--- config.mk ---
export PLATFORM = sky130hd
export DESIGN_NAME = trace_trap_ctrl
export DESIGN_NICKNAME = d
export VERILOG_FILES = /design/src/rtl/trace_pkg.sv /design/src/rtl/trace_status_reg.sv /design/src/rtl/trace_save_reg.sv /design/src/rtl/trace_trap_seq.sv /design/src/rtl/trace_trap_ctrl.sv
export SDC_FILE = /design/constraint.sdc
export NUM_CORES = 1
export LEC_CHECK = 0
export BUFFER_PORTS_ARGS = -buffer_cell sky130_fd_sc_hd__buf_2
export CAP_MARGIN = 10
export CORE_AREA = 2 2 48 50
export DETAILED_ROUTE_END_ITERATION = 16
export DIE_AREA = 0 0 50 52
export HOLD_SLACK_MARGIN = 0.12
export PLACE_DENSITY = 0.72
export SLEW_MARGIN = 30
export SYNTH_ARGS = -nofsm -noshare
export SYNTH_HDL_FRONTEND = slang
export SYNTH_HIERARCHICAL = 1
export SYNTH_SLANG_ARGS = --single-unit
--- constraint.sdc ---
create_clock -name clk -period 1.7 [get_ports clk]
set_clock_uncertainty 0.15 [all_clocks]
set_input_delay 0 -clock clk [delete_from_list [all_inputs] [get_ports clk]]
set_output_delay 0 -clock clk [all_outputs]
set_load 0.05 [all_outputs]
--- src/rtl/trace_pkg.sv ---
package trace_pkg;
  localparam int NUM_STAGES  = 4;
  localparam int STG_FETCH   = 0;
  localparam int STG_DECODE  = 1;
  localparam int STG_EXECUTE = 2;
  localparam int STG_WRBACK  = 3;
  // stages ahead of write-back are the ones a trap discards
  localparam int FLUSH_W     = STG_WRBACK;

  typedef enum logic [1:0] {
    SR_HOLD  = 2'd0,
    SR_TAKE  = 2'd1,
    SR_RET   = 2'd2,
    SR_WRITE = 2'd3
  } sr_src_e;
endpackage

--- src/rtl/trace_status_reg.sv ---
module trace_status_reg
  import trace_pkg::*;
#(
  parameter int STAT_W = 8,
  parameter int TE_BIT = 0,
  parameter int TP_BIT = 1
) (
  input  logic              clk,
  input  logic              rst,
  input  logic              retire,
  input  logic              wr_en,
  input  logic [STAT_W-1:0] wr_data,
  input  logic              ret,
  input  logic [STAT_W-1:0] saved_in,
  output logic              take,
  output logic [STAT_W-1:0] stat_q
);
  sr_src_e           src;
  logic [STAT_W-1:0] nxt;

  assign take = stat_q[TP_BIT];

  always_comb begin
    if (take)       src = SR_TAKE;
    else if (ret)   src = SR_RET;
    else if (wr_en) src = SR_WRITE;
    else            src = SR_HOLD;
  end

  always_comb begin
    nxt = stat_q;
    case (src)
      SR_TAKE: begin
        nxt[TE_BIT] = 1'b0;
        nxt[TP_BIT] = 1'b0;
      end
      SR_RET: begin
        nxt         = saved_in;
        nxt[TP_BIT] = 1'b0;
      end
      SR_WRITE: begin
        nxt         = wr_data;
        nxt[TP_BIT] = retire ? stat_q[TE_BIT] : stat_q[TP_BIT];
      end
      default: begin
        if (retire) nxt[TP_BIT] = stat_q[TE_BIT];
      end
    endcase
  end

  always_ff @(posedge clk) begin
    if (rst) stat_q <= '0;
    else     stat_q <= nxt;
  end


  tp_arm_chk: assert property (@(posedge clk) disable iff (rst)
    (retire && !take && !ret) |=> (stat_q[TP_BIT] == $past(stat_q[TE_BIT])));

  tp_hold_chk: assert property (@(posedge clk) disable iff (rst)
    (!retire && !take && !ret) |=> $stable(stat_q[TP_BIT]));

  flags_clear_chk: assert property (@(posedge clk) disable iff (rst)
    take |=> (!stat_q[TE_BIT] && !stat_q[TP_BIT]));

  ret_tp_chk: assert property (@(posedge clk) disable iff (rst)
    (ret && !take) |=> !stat_q[TP_BIT]);

  wr_te_chk: assert property (@(posedge clk) disable iff (rst)
    (wr_en && !ret && !take) |=> (stat_q[TE_BIT] == $past(wr_data[TE_BIT])));
endmodule

--- src/rtl/trace_save_reg.sv ---
module trace_save_reg #(
  parameter int STAT_W = 8
) (
  input  logic              clk,
  input  logic              rst,
  input  logic              take,
  input  logic [STAT_W-1:0] stat_in,
  output logic [STAT_W-1:0] saved_q
);
  always_ff @(posedge clk) begin
    if (rst)       saved_q <= '0;
    else if (take) saved_q <= stat_in;
  end


  save_cap_chk: assert property (@(posedge clk) disable iff (rst)
    take |=> (saved_q == $past(stat_in)));

  save_keep_chk: assert property (@(posedge clk) disable iff (rst)
    !take |=> $stable(saved_q));
endmodule

--- src/rtl/trace_trap_seq.sv ---
module trace_trap_seq #(
  parameter int             FLUSH_W   = 3,
  parameter int             VEC_W     = 8,
  parameter logic [VEC_W-1:0] TRACE_VEC = 8'h06
) (
  input  logic               clk,
  input  logic               rst,
  input  logic               take,
  output logic               trap_req,
  output logic [FLUSH_W-1:0] flush,
  output logic [VEC_W-1:0]   vec_sel
);
  always_ff @(posedge clk) begin
    if (rst) begin
      trap_req <= 1'b0;
      vec_sel  <= '0;
    end else begin
      trap_req <= take;
      vec_sel  <= take ? TRACE_VEC : '0;
    end
  end

  for (genvar g = 0; g < FLUSH_W; g++) begin : g_flush
    always_ff @(posedge clk) begin
      if (rst) flush[g] <= 1'b0;
      else     flush[g] <= take;
    end
  end


  req_pulse_chk: assert property (@(posedge clk) disable iff (rst)
    trap_req |=> !trap_req);

  req_flush_chk: assert property (@(posedge clk) disable iff (rst)
    trap_req |-> (&flush && vec_sel == TRACE_VEC));

  idle_quiet_chk: assert property (@(posedge clk) disable iff (rst)
    !trap_req |-> (flush == '0 && vec_sel == '0));
endmodule

--- src/rtl/trace_trap_ctrl.sv ---
module trace_trap_ctrl
  import trace_pkg::*;
#(
  parameter int               STAT_W    = 8,
  parameter int               TE_BIT    = 0,
  parameter int               TP_BIT    = 1,
  parameter int               VEC_W     = 8,
  parameter logic [VEC_W-1:0] TRACE_VEC = 8'h06
) (
  input  logic               clk,
  input  logic               rst,
  input  logic               ex_valid,
  input  logic               ex_adv,
  input  logic               sr_wr_en,
  input  logic [STAT_W-1:0]  sr_wr_data,
  input  logic               trap_ret,
  output logic               trap_req,
  output logic [FLUSH_W-1:0] flush,
  output logic [VEC_W-1:0]   vec_sel,
  output logic [STAT_W-1:0]  status_q,
  output logic [STAT_W-1:0]  saved_q
);
  logic retire;
  logic take;

  assign retire = ex_valid & ex_adv;

  trace_status_reg #(
    .STAT_W (STAT_W),
    .TE_BIT (TE_BIT),
    .TP_BIT (TP_BIT)
  ) u_status (
    .clk      (clk),
    .rst      (rst),
    .retire   (retire),
    .wr_en    (sr_wr_en),
    .wr_data  (sr_wr_data),
    .ret      (trap_ret),
    .saved_in (saved_q),
    .take     (take),
    .stat_q   (status_q)
  );

  trace_save_reg #(
    .STAT_W (STAT_W)
  ) u_save (
    .clk     (clk),
    .rst     (rst),
    .take    (take),
    .stat_in (status_q),
    .saved_q (saved_q)
  );

  trace_trap_seq #(
    .FLUSH_W   (FLUSH_W),
    .VEC_W     (VEC_W),
    .TRACE_VEC (TRACE_VEC)
  ) u_seq (
    .clk      (clk),
    .rst      (rst),
    .take     (take),
    .trap_req (trap_req),
    .flush    (flush),
    .vec_sel  (vec_sel)
  );

  // input contract, execute stage is held while a trap is pending
  hold_on_pending_chk: assert property (@(posedge clk) disable iff (rst)
    status_q[TP_BIT] |-> !retire);
  // input contract, advance only with a valid instruction
  adv_valid_chk: assert property (@(posedge clk) disable iff (rst)
    ex_adv |-> ex_valid);

  entry_req_chk: assert property (@(posedge clk) disable iff (rst)
    status_q[TP_BIT] |=> trap_req);

  entry_wins_chk: assert property (@(posedge clk) disable iff (rst)
    (status_q[TP_BIT] && (trap_ret || sr_wr_en)) |=>
      (saved_q == $past(status_q) && !status_q[TE_BIT]));

  reset_chk: assert property (@(posedge clk)
    $past(rst) |-> (status_q == '0 && saved_q == '0 && !trap_req));
endmodule

==> summary.txt <==
# DRC: 0
Reg clk slew, reported paths: 0.10 ns
synthesized area per cell: 10.4 µm²
fin crit period: 1.62 ns
layout cells sized above 1: 38.7%
total CTS buffers: 3
buffers added on ports: 34
Max Cap Viol: 0
part of the power in registers: 52.2%
Die Ht: 52 µm
# rows: 17
CP Max Fanout: 4
vias in the first global route: 655
mux contribution to synthesized area: 10.4%
largest family of logic cells by synthesized area: simple AND/OR/NAND/NOR gates
antenna viol nets, final: 0
die area: 0.00260 mm²
status: finished clean
Slowest cell on crit path: dlygate4sd3_1
Layout Utilization: 53.7%
TritonCTS Sinks: 17
First-pass DRT Iterations: 3
Adder-Cell Fraction of Synth Area: 0%
unrepaired setup endpoints after global routing: no
Worst Hold Path Cells: 3
DP Area: 975 µm²
Clock Power Share: 26.5%
cell-internal power: 556 µW
largest net degree at the start of global routing: 18
Worst EP arrival: 1.65 ns
Worst Setup Path Type: register to register
Syn Inst Count: 83
crit start category: register
Critical Path RT: 1.73 ns
design area: 0.00113 mm²
Clk Latency, worst-skew pair: 0.28 ns
Leakage: 0.512 nW
Post-Synth XOR/XNOR Area: 0%
grt total ovfl: 0
slowest cell delay on critical path: 0.58 ns
Sum Neg Setup Slack: 0 ns
mapped cell area: 863 µm²
Synth area leaders: dfxtp_1, mux2i_1, buf_4, nor4b_1, a2111oi_2
DRT iter0 DRCs: 7
post-synth top area share: 39.4%
routed length per instance: 11.2 µm
clock buffer depth: 2
DP HPWL: 1120 µm
routed vias: 709
unique cell type count in the Yosys netlist: 19
Starting Density: 41.0%
Min-Delay Path Class: input pin to register
placed insts: 136
global-route wire length before repair: 2860 µm
Layout Nets: 139
io pins: 42
initial antenna violation count: 0
FMAX: 617 MHz
CTS tree: yes
Worst R2R Path Depth: 3
H-Tree Depth: 1
Worst Setup End Kind: register
wirelength, routed: 1700 µm
Fill cells: 188
Final period util: 95.3%
Die Span X: 50 µm
routed vias/inst: 4.66
Pwr Density: 708 mW/mm²
Net Sw Frac: 30.5%
endpoints failing hold: 0
post-synth top area cell: dfxtp_1
Comb pwr share: 21.3%
final setup vio count: 0
GRT Total Usage: 14.2%
root buffer cell: clkbuf_4
Post-Synth Simple-Gate Area: 20.7%
switching power: 244 µW
# diodes: 0
complex-gate fraction of the synthesized area: 11.2%
Critical Path, Cell by Cell: mux2i_1, dlygate4sd3_1, a2111oi_2
register area share after synthesis: 39.4%
total power: 801 µW
Peak supply drop: 0.000455 V
Layout area overhead: 31.0%
Placer Congestion: 0.660
Core Footprint: 0.00211 mm²
final std cells w/o fill: 152
#FFs+latches synth: 17
Pins Over Slew Limit: 0
Synth Warn #: 6
[cells by family (layout without fill, tap and decap cells)]
kind of cell | Yosys count | count (layout)
DFF | 17 | 17
AOI/OAI and AO/OA | 8 | 8
buffers and inverters | 23 | 59
and+or+nand+nor | 25 | 25
other | 1 | 6
muxes | 9 | 9
[worst max-delay path: cells and delay by family (launching register included)]
| family | cells | cell delay, ns |
|---|---|---|
| flops | 1 | 0.36 |
| compound gates | 1 | 0.35 |
| buf+inv | 1 | 0.58 |
| mux | 1 | 0.07 |
[per-layer routing]
metal	GRT usage, %	vias up	part of all wire, %
met4	4.17	0	0.59
li1	-	351	-
met3	4.02	2	6.2
met2	25.0	28	51
met1	16.7	328	42
met5	0	-	0
[power groups by stage]
stage | Sequential [mW] | Clock, mW | Combinational, mW
floorplan | 0.463 | 0 | 0.0854
global placement | 0.425 | 0 | 0.145
detailed placement | 0.426 | 0 | 0.147
CTS | 0.417 | 0.225 | 0.170
global route | 0.420 | 0.236 | 0.181
finish | 0.418 | 0.212 | 0.171
[state kept, by name (all words and copies together), names as in the netlist]
register,count
u_save/saved_q,8
u_status/stat_q,8
u_seq/vec_sel,1
[placed cells by master, fill, tap and decap left out, types with 2 or more instances in the layout]
cell            n
mux2i_1         9
dfxtp_1        16
nor3b_1         3
buf_2          33
a2111oi_1       4
dlygate4sd3_1  12
buf_4           2
inv_1           7
conb_1          6
nor4b_1         6
nor3b_2         3
nor2_1          8
clkbuf_4        3
a2111oi_2       3
[synthesized netlist by cell type]
library cell,instances
a2111oi_1,4
dfxtp_1,17
buf_6,3
conb_1,1
nor2b_4,1
mux2i_1,9
nor3b_2,3
nor4b_1,6
buf_1,1
nand2_1,1
and2_1,1
inv_1,7
a2111oi_2,3
nor2b_1,1
nor4_1,1
o21bai_2,1
nor2_1,8
nor3b_1,3
buf_4,12
[layout make-up]
class / count / area, µm² / area share [%]
clock buffer: 3 / 22.5 / 1.99
clock inverter: 1 / 5.00 / 0.442
inverter: 7 / 26.3 / 2.32
multi-input combinational: 48 / 388 / 34.3
sequential: 17 / 342 / 30.2
tap: 28 / 35.0 / 3.10
timing repair buffer: 48 / 313 / 27.7
[metrics by stage]
step                      hold slack, ns  setup slack, ns
final                              0.312           0.0800
after global routing               0.356           0.0184
after CTS                          0.330           0.0172
after detailed placement           0.217            0.397
after global placement             0.216            0.457
after floorplan                  -0.0857            0.307
[worst paths after layout]
path	startpoint	endpoint	slack, ns
worst max-delay path	u_status/stat_q[0]	u_status/stat_q[0]	0.08
worst min-delay path	sr_wr_en	u_status/stat_q[7]	0.31
worst max register to register	u_status/stat_q[0]	u_status/stat_q[0]	0.08
worst min register to register	u_status/stat_q[0]	u_status/stat_q[1]	0.32
[what timing repair did]
action / 4_1_cts / 5_1_grt
hold endpoints to repair: 17 / 0
endpoints found under the setup margin: 0 / 1
gates resized for setup: 0 / 2
setup buffers: 0 / 0
hold buffers: 13 / 0
Power figures use the tool's default switching activity.
